### config.mk
export PLATFORM = sky130hd
export DESIGN_NAME = spi_cmd_engine
export DESIGN_NICKNAME = d
export VERILOG_FILES = /design/src/rtl/spi_eng_pkg.sv /design/src/rtl/spi_byte_shifter.sv /design/src/rtl/spi_window.sv /design/src/rtl/spi_cmd_seq.sv /design/src/rtl/spi_cmd_engine.sv
export SDC_FILE = /design/constraint.sdc
export NUM_CORES = 2
export LEC_CHECK = 0
export BUFFER_PORTS_ARGS = -buffer_cell sky130_fd_sc_hd__buf_2
export CAP_MARGIN = 20
export CELL_PAD_IN_SITES_DETAIL_PLACEMENT = 1
export CELL_PAD_IN_SITES_GLOBAL_PLACEMENT = 1
export CORE_AREA = 3 3 444 490
export DETAILED_ROUTE_END_ITERATION = 12
export DIE_AREA = 0 0 447 493
export PLACE_DENSITY_LB_ADDON = 0.12
export SLEW_MARGIN = 40
export SYNTH_ARGS = -nofsm -noshare
export SYNTH_HDL_FRONTEND = slang
export SYNTH_HIERARCHICAL = 1
export SYNTH_SLANG_ARGS = --single-unit
### constraint.sdc
create_clock -name clk -period 4.4 [get_ports clk]
set_clock_uncertainty 0.2 [all_clocks]
set_input_delay 0.66 -clock clk [delete_from_list [all_inputs] [get_ports clk]]
set_output_delay 0.66 -clock clk [all_outputs]
set_load 0.005 [all_outputs]
### src/rtl/spi_eng_pkg.sv
package spi_eng_pkg;
  localparam logic [7:0] OP_PROG   = 8'h02;
  localparam logic [7:0] OP_READ   = 8'h03;
  localparam logic [7:0] OP_RDSR   = 8'h05;
  localparam logic [7:0] OP_SECT   = 8'h20;
  localparam logic [7:0] OP_RDID   = 8'h9F;

  typedef enum logic [1:0] {PH_OPC, PH_ADR, PH_DAT} phase_t;
  typedef enum logic [1:0] {SQ_IDLE, SQ_LOAD, SQ_WAIT, SQ_GAP} seq_st_t;

  function automatic logic op_has_addr(input logic [7:0] op);
    return (op == OP_PROG) || (op == OP_SECT) || (op == OP_READ);
  endfunction

  function automatic logic op_is_read(input logic [7:0] op);
    return (op == OP_READ) || (op == OP_RDSR) || (op == OP_RDID);
  endfunction
endpackage

### src/rtl/spi_byte_shifter.sv
module spi_byte_shifter #(
  parameter int HALF_DIV = 2
) (
  input  logic       clk,
  input  logic       rst,
  input  logic       start,
  input  logic [7:0] tx_byte,
  output logic       done,
  output logic [7:0] rx_byte,
  output logic       sck,
  output logic       mosi,
  input  logic       miso
);
  localparam int CNT_W = $clog2(HALF_DIV) + 1;

  logic             active;
  logic [CNT_W-1:0] cnt;
  logic [2:0]       bits;
  logic [7:0]       sh;

  assign mosi = sh[7];

  always_ff @(posedge clk) begin
    if (rst) begin
      active  <= 1'b0;
      sck     <= 1'b0;
      cnt     <= '0;
      bits    <= '0;
      sh      <= '0;
      rx_byte <= '0;
      done    <= 1'b0;
    end else begin
      done <= 1'b0;
      if (start && !active) begin
        active <= 1'b1;
        sh     <= tx_byte;
        sck    <= 1'b0;
        cnt    <= '0;
        bits   <= '0;
      end else if (active) begin
        if (cnt == CNT_W'(HALF_DIV - 1)) begin
          cnt <= '0;
          if (!sck) begin
            sck     <= 1'b1;
            rx_byte <= {rx_byte[6:0], miso};
          end else begin
            sck <= 1'b0;
            if (bits == 3'd7) begin
              active <= 1'b0;
              done   <= 1'b1;
            end else begin
              bits <= bits + 3'd1;
              sh   <= {sh[6:0], 1'b0};
            end
          end
        end else begin
          cnt <= cnt + CNT_W'(1);
        end
      end
    end
  end

  assert_mosi_stable_R4: assert property (@(posedge clk) disable iff (rst)
    $rose(sck) |-> $stable(mosi));
  assert_sck_idle_low_R4: assert property (@(posedge clk) disable iff (rst)
    !active |-> !sck);
endmodule

### src/rtl/spi_window.sv
module spi_window #(
  parameter int WIN_BYTES = 256
) (
  input  logic                         clk,
  input  logic                         rst,
  input  logic                         h_we,
  input  logic [$clog2(WIN_BYTES)-3:0] h_widx,
  input  logic [31:0]                  h_wdata,
  output logic [31:0]                  h_rdata,
  input  logic                         e_we,
  input  logic [$clog2(WIN_BYTES)-1:0] e_bidx,
  input  logic [7:0]                   e_wbyte,
  output logic [7:0]                   e_rbyte
);
  localparam int WORDS = WIN_BYTES / 4;
  localparam int BW    = $clog2(WIN_BYTES);

  logic [31:0] mem [WORDS];
  logic [BW-3:0] e_word;
  logic [1:0]    e_lane;

  assign e_word  = e_bidx[BW-1:2];
  assign e_lane  = e_bidx[1:0];
  assign h_rdata = mem[h_widx];
  assign e_rbyte = mem[e_word][{e_lane, 3'b000} +: 8];

  always_ff @(posedge clk) begin
    if (rst) begin
      for (int w = 0; w < WORDS; w++) mem[w] <= '0;
    end else if (e_we) begin
      mem[e_word][{e_lane, 3'b000} +: 8] <= e_wbyte;
    end else if (h_we) begin
      mem[h_widx] <= h_wdata;
    end
  end
endmodule

### src/rtl/spi_cmd_seq.sv
module spi_cmd_seq
  import spi_eng_pkg::*;
#(
  parameter int WIN_BYTES = 256
) (
  input  logic                         clk,
  input  logic                         rst,
  input  logic                         go,
  input  logic [7:0]                   go_op,
  input  logic [$clog2(WIN_BYTES):0]   go_cnt,
  input  logic [23:0]                  go_addr,
  output logic                         busy,
  output logic                         cs_n,
  output logic                         sh_start,
  output logic [7:0]                   sh_tx,
  input  logic                         sh_done,
  input  logic [7:0]                   sh_rx,
  output logic                         win_we,
  output logic [$clog2(WIN_BYTES)-1:0] win_bidx,
  output logic [7:0]                   win_wbyte,
  input  logic [7:0]                   win_rbyte
);
  localparam int CNT_W = $clog2(WIN_BYTES) + 1;
  localparam int BW    = $clog2(WIN_BYTES);

  seq_st_t          st;
  phase_t           ph;
  logic [7:0]       op_q;
  logic [23:0]      addr_q;
  logic [CNT_W-1:0] cnt_q;
  logic [CNT_W-1:0] idx;
  logic             rd_q;

  logic   last_byte;
  phase_t nxt_ph;

  always_comb begin
    last_byte = 1'b0;
    nxt_ph    = ph;
    unique case (ph)
      PH_OPC: begin
        if (op_has_addr(op_q)) nxt_ph = PH_ADR;
        else if (cnt_q != '0) nxt_ph = PH_DAT;
        else last_byte = 1'b1;
      end
      PH_ADR: begin
        if (idx == CNT_W'(2)) begin
          if (cnt_q != '0) nxt_ph = PH_DAT;
          else last_byte = 1'b1;
        end
      end
      default: last_byte = (idx == cnt_q - CNT_W'(1));
    endcase
  end

  always_comb begin
    sh_start  = (st == SQ_LOAD);
    win_bidx  = idx[BW-1:0];
    win_wbyte = sh_rx;
    win_we    = (st == SQ_WAIT) && sh_done && (ph == PH_DAT) && rd_q;
    unique case (ph)
      PH_OPC:  sh_tx = op_q;
      PH_ADR:  sh_tx = (idx == '0) ? addr_q[23:16] :
                       (idx == CNT_W'(1)) ? addr_q[15:8] : addr_q[7:0];
      default: sh_tx = rd_q ? 8'h00 : win_rbyte;
    endcase
  end

  always_ff @(posedge clk) begin
    if (rst) begin
      st     <= SQ_IDLE;
      ph     <= PH_OPC;
      op_q   <= '0;
      addr_q <= '0;
      cnt_q  <= '0;
      idx    <= '0;
      rd_q   <= 1'b0;
      busy   <= 1'b0;
      cs_n   <= 1'b1;
    end else begin
      unique case (st)
        SQ_IDLE: if (go) begin
          op_q   <= go_op;
          addr_q <= go_addr;
          cnt_q  <= go_cnt;
          rd_q   <= op_is_read(go_op);
          ph     <= PH_OPC;
          idx    <= '0;
          busy   <= 1'b1;
          cs_n   <= 1'b0;
          st     <= SQ_LOAD;
        end
        SQ_LOAD: st <= SQ_WAIT;
        SQ_WAIT: if (sh_done) begin
          if (last_byte) begin
            cs_n <= 1'b1;
            st   <= SQ_GAP;
          end else begin
            idx <= (nxt_ph != ph) ? '0 : idx + CNT_W'(1);
            ph  <= nxt_ph;
            st  <= SQ_LOAD;
          end
        end
        default: begin
          busy <= 1'b0;
          st   <= SQ_IDLE;
        end
      endcase
    end
  end

  assert_cs_within_busy_R4: assert property (@(posedge clk) disable iff (rst)
    !cs_n |-> busy);
  assert_busy_after_cs_R8: assert property (@(posedge clk) disable iff (rst)
    $fell(busy) |-> (cs_n && $past(cs_n)));
endmodule

### src/rtl/spi_cmd_engine.sv
module spi_cmd_engine #(
  parameter int          WIN_BYTES     = 256,
  parameter int          HALF_DIV      = 2,
  parameter logic [31:0] CMD_MODE_WORD = 32'h0000_0371
) (
  input  logic        clk,
  input  logic        rst,
  input  logic        bus_valid,
  input  logic        bus_write,
  input  logic [8:0]  bus_addr,
  input  logic [31:0] bus_wdata,
  output logic        bus_rvalid,
  output logic [31:0] bus_rdata,
  output logic        spi_cs_n,
  output logic        spi_sck,
  output logic        spi_mosi,
  input  logic        spi_miso
);
  localparam int BW    = $clog2(WIN_BYTES);
  localparam int CNT_W = BW + 1;
  localparam int AW    = BW + 1;

  logic [31:0] mode_q;
  logic [23:0] addr_q;
  logic        busy;

  logic        in_win;
  logic [7:0]  reg_off;
  logic        wr_mode, wr_addr, wr_cmd, wr_win, go;
  logic [15:0] raw_cnt;
  logic [CNT_W-1:0] eff_cnt;

  logic        sh_start, sh_done;
  logic [7:0]  sh_tx, sh_rx;
  logic        e_we;
  logic [BW-1:0] e_bidx;
  logic [7:0]  e_wbyte, e_rbyte;
  logic [31:0] win_rdata;

  assign in_win  = bus_addr[AW-1];
  assign reg_off = bus_addr[7:0];
  assign wr_mode = bus_valid && bus_write && !in_win && (reg_off == 8'h00);
  assign wr_addr = bus_valid && bus_write && !in_win && (reg_off == 8'h08) && !busy;
  assign wr_cmd  = bus_valid && bus_write && !in_win && (reg_off == 8'h0C);
  assign wr_win  = bus_valid && bus_write && in_win && !busy;
  assign go      = wr_cmd && !busy && (mode_q == CMD_MODE_WORD);
  assign raw_cnt = bus_wdata[31:16];
  assign eff_cnt = (raw_cnt > 16'(WIN_BYTES)) ? CNT_W'(WIN_BYTES) : CNT_W'(raw_cnt);

  always_ff @(posedge clk) begin
    if (rst) begin
      mode_q     <= '0;
      addr_q     <= '0;
      bus_rvalid <= 1'b0;
      bus_rdata  <= '0;
    end else begin
      if (wr_mode) mode_q <= bus_wdata;
      if (wr_addr) addr_q <= bus_wdata[23:0];
      bus_rvalid <= bus_valid && !bus_write;
      if (bus_valid && !bus_write) begin
        if (in_win) bus_rdata <= win_rdata;
        else begin
          unique case (reg_off)
            8'h00:   bus_rdata <= mode_q;
            8'h04:   bus_rdata <= {31'b0, busy};
            8'h08:   bus_rdata <= {8'b0, addr_q};
            default: bus_rdata <= '0;
          endcase
        end
      end
    end
  end

  spi_window #(.WIN_BYTES(WIN_BYTES)) u_win (
    .clk(clk), .rst(rst),
    .h_we(wr_win), .h_widx(bus_addr[BW-1:2]), .h_wdata(bus_wdata), .h_rdata(win_rdata),
    .e_we(e_we), .e_bidx(e_bidx), .e_wbyte(e_wbyte), .e_rbyte(e_rbyte)
  );

  spi_cmd_seq #(.WIN_BYTES(WIN_BYTES)) u_seq (
    .clk(clk), .rst(rst),
    .go(go), .go_op(bus_wdata[7:0]), .go_cnt(eff_cnt), .go_addr(addr_q),
    .busy(busy), .cs_n(spi_cs_n),
    .sh_start(sh_start), .sh_tx(sh_tx), .sh_done(sh_done), .sh_rx(sh_rx),
    .win_we(e_we), .win_bidx(e_bidx), .win_wbyte(e_wbyte), .win_rbyte(e_rbyte)
  );

  spi_byte_shifter #(.HALF_DIV(HALF_DIV)) u_shift (
    .clk(clk), .rst(rst),
    .start(sh_start), .tx_byte(sh_tx), .done(sh_done), .rx_byte(sh_rx),
    .sck(spi_sck), .mosi(spi_mosi), .miso(spi_miso)
  );

  assert_sck_only_selected_R4: assert property (@(posedge clk) disable iff (rst)
    spi_cs_n |-> !spi_sck);
  assert_cmd_ignored_busy_R9: assert property (@(posedge clk) disable iff (rst)
    (busy && !spi_cs_n && wr_cmd) |=> !spi_cs_n);
endmodule

==> metrics <==
run status completed; number of synthesized flops with an enable pin 2048; worst vdd ir 0.426 mV; die height 493 µm; initial antenna violation count 29; asr flop ratio synth 0%; DR DRC count 0; DRT Wirelength 418000 µm; first-pass GRT wire length 596000 µm; total number of vias 79700; switching portion of total power 23.5%; sequential-to-total area share from yosys stat 56.6%; vias per cell 7.10; CTS Root Cell clkbuf_16; mapped cell area 0.115 mm²; Tmin final 4370 ps; synth unique cells 93; Pint 36.6 mW; fmax 229 MHz; CP startpoint kind flip-flop; Crit. Startpoint u_seq/idx[2]; gr usage total 37.8%; FF+latch count, synth 2218; nets 8297; max-capacitance violation count 0; core box area 0.213 mm²; Slew @ Worst Pin 913 ps; worst r2r src u_seq/idx[2]; Synth area leader edfxtp_1; routability cong. 0.950; total gr overflow 0; Die X 447 µm; Hold Fails Final Rpt 0; combinational group share of total power 7.0%; Main synth FF type edfxtp_1; RSZ-0062 raised after global routing no; max-slew violations 0; worst hold-check path type input port to flip-flop; pwr dens 372 mW/mm²; CTS sink count 2218; crit path kind flip-flop to flip-flop; CP max FO 21; Final Util 60.3%; clk buf depth 3; number of global-route vias before repair 80600; Post-Syn Instances 8129; count leader, synth nor2_1; Num CTS Buffers 227; post-DP HPWL 284000 µm; Avg Cell Area, Syn 14.1 µm²; die area 0.220 mm²; # H-tree levels 4; Clock Latency Late Sink 900 ps; setup TNS 0 ps; slew margin rel. 39.0%; Ports 82; main area contributors after synthesis edfxtp_1 (54%), mux4_2 (22%), nor2_1 (7.0%), dfxtp_1 (3.0%), mux2i_1 (2.1%); post-synth top area share 53.6%; largest net degree at the start of global routing 140; CP required 4950 ps; Pwr Total 47.9 mW; CTS-repair resized insts 0; syn nets 8192; Reg clk slew, reported paths 70 ps; Critical Path End Type flip-flop; initial DRC count 11900; YS warnings 6; Initial Util 53.8%; Rows 178; # setup viols final 0; Antenna Nets Post-Route 0; clock network power share 42.9%; HP Start bus_valid; first-pass iteration count of the detailed router 9; Net Sw Power 11.3 mW; Post-synth top cells nor2_1 (2155), edfxtp_1 (2048), mux4_2 (1108), clkbuf_1 (382), nand2b_1 (356); DR WL/cell 37.2 µm; final critical-path share of the clock period 99.4%; share of cells above drive strength 1 27.2%; Leak Pwr 41.8 nW; Worst EP arrival 4930 ps; TritonCTS clock tree built; Synth-to-Final Area Change 12.1%; count of input and output buffers 81; Seq pwr share 50.1%
-- critical path, cell delays in order (launching register included) --
cell	delay, ps
dfxtp_4	740
buf_12	280
buf_4	200
mux4_2	550
o22a_1	210
o211ai_1	160
a31oi_1	300
o32ai_1	830
buf_4	250
a221oi_1	60
nand2_1	80
o21ai_0	90
nor2_1	150
a211oi_2	60
-- sequential cells by signal (all words and copies together) (netlist names) --
register         count
addr_q              24
bus_rdata           32
bus_rvalid           1
mode_q              32
u_seq/addr_q        24
u_seq/busy           1
u_seq/cnt_q          9
u_seq/cs_n           1
u_seq/idx            9
u_seq/op_q           8
u_seq/ph             2
u_seq/rd_q           1
u_seq/st             2
u_shift/active       1
u_shift/bits         3
u_shift/cnt          2
u_shift/done         1
u_shift/rx_byte      8
u_shift/sck          1
u_shift/sh           8
u_win/mem         2048
-- worst paths after layout --
path              cells past startpoint  slack, ps               to
setup / recovery                     13         30    u_shift/sh[6]
hold / removal                        4         70    bus_rdata[30]
setup reg to reg                     13         30    u_shift/sh[6]
hold reg to reg                       2        260  u_seq/addr_q[4]
-- repair_timing --
item | CTS | global route
endpoints found under the hold margin | 69 | 2
endpoints found under the setup margin | 0 | 2
hold buffers | 33 | 1
buffers inserted | 0 | 1
-- per-stage QoR --
| step | setup WS (ps) | std cells | instance area [µm²] | hold slack, ps |
|---|---|---|---|---|
| 2_1_floorplan | 524 | 8129 | 115000 | 236 |
| 3_3_place_gp | -48.1 | 10800 | 120000 | 244 |
| 3_5_place_dp | 43.2 | 10800 | 120000 | 254 |
| 4_1_cts | 42.7 | 11200 | 129000 | 49.2 |
| 5_1_grt | 88.9 | 11200 | 129000 | 63.6 |
| 6_report | 26.9 | 11200 | 129000 | 74.6 |
-- power by group through the flow --
stage                     registers [mW]  clock network (mW)  logic (mW)
after floorplan                     24.1                   0        2.10
after global placement              24.4                   0        3.19
after detailed placement            24.4                   0        3.26
after CTS                           24.0                20.7        3.30
after global routing                24.0                21.5        3.46
final                               24.0                20.5        3.36
-- area by class of cell --
type,count,area (µm²)
diodes,7,17.5
fillers,19600,84700
well taps,2790,3490
inverters,25,101
repair buffers,561,5570
multi-input cells,5201,46800
clock buffers,265,6000
flip-flops and latches,2218,64900
clock inverters,160,1840
-- cells by family (layout without fill, tap and decap cells) --
kind of cell,count (synthesis),after routing,synth area share [%]
AOI/OAI and AO/OA,678,678,4.31
xor gates and xnor gates,10,10,0.0763
adders and majority gates,17,17,0.185
buffers and inverters,710,1011,2.84
DFF,2218,2218,56.6
muxes,1378,1378,24.1
other,0,7,0
and+or+nand+nor,3118,3118,11.9
-- placed cells by master (no fill, tap or decap), types with 30 or more instances in the layout --
cell type      count
dlygate4sd3_1     34
a22oi_2           32
a21oi_1          159
clkinv_2          41
edfxtp_1        2048
o21ai_0           30
a211oi_1          44
dfxtp_1          166
buf_2             76
nor2_1          2150
bufinv_16         33
o221ai_1          38
buf_4            330
nand2_2          148
mux4_2          1108
nand2b_1         355
clkbuf_16        234
clkinv_1          40
a22oi_1          147
nand2_1          274
buf_12           112
mux2i_1          244
-- metal layers --
layer / GRT usage [%] / vias up / routed length (µm)
li1: - / 31500 / -
met1: 50.6 / 41800 / 152000
met2: 59.0 / 5320 / 195000
met3: 8.15 / 1129 / 45600
met4: 19.2 / 24 / 25200
met5: 0 / - / 167
(Power assumes the default switching activity.)
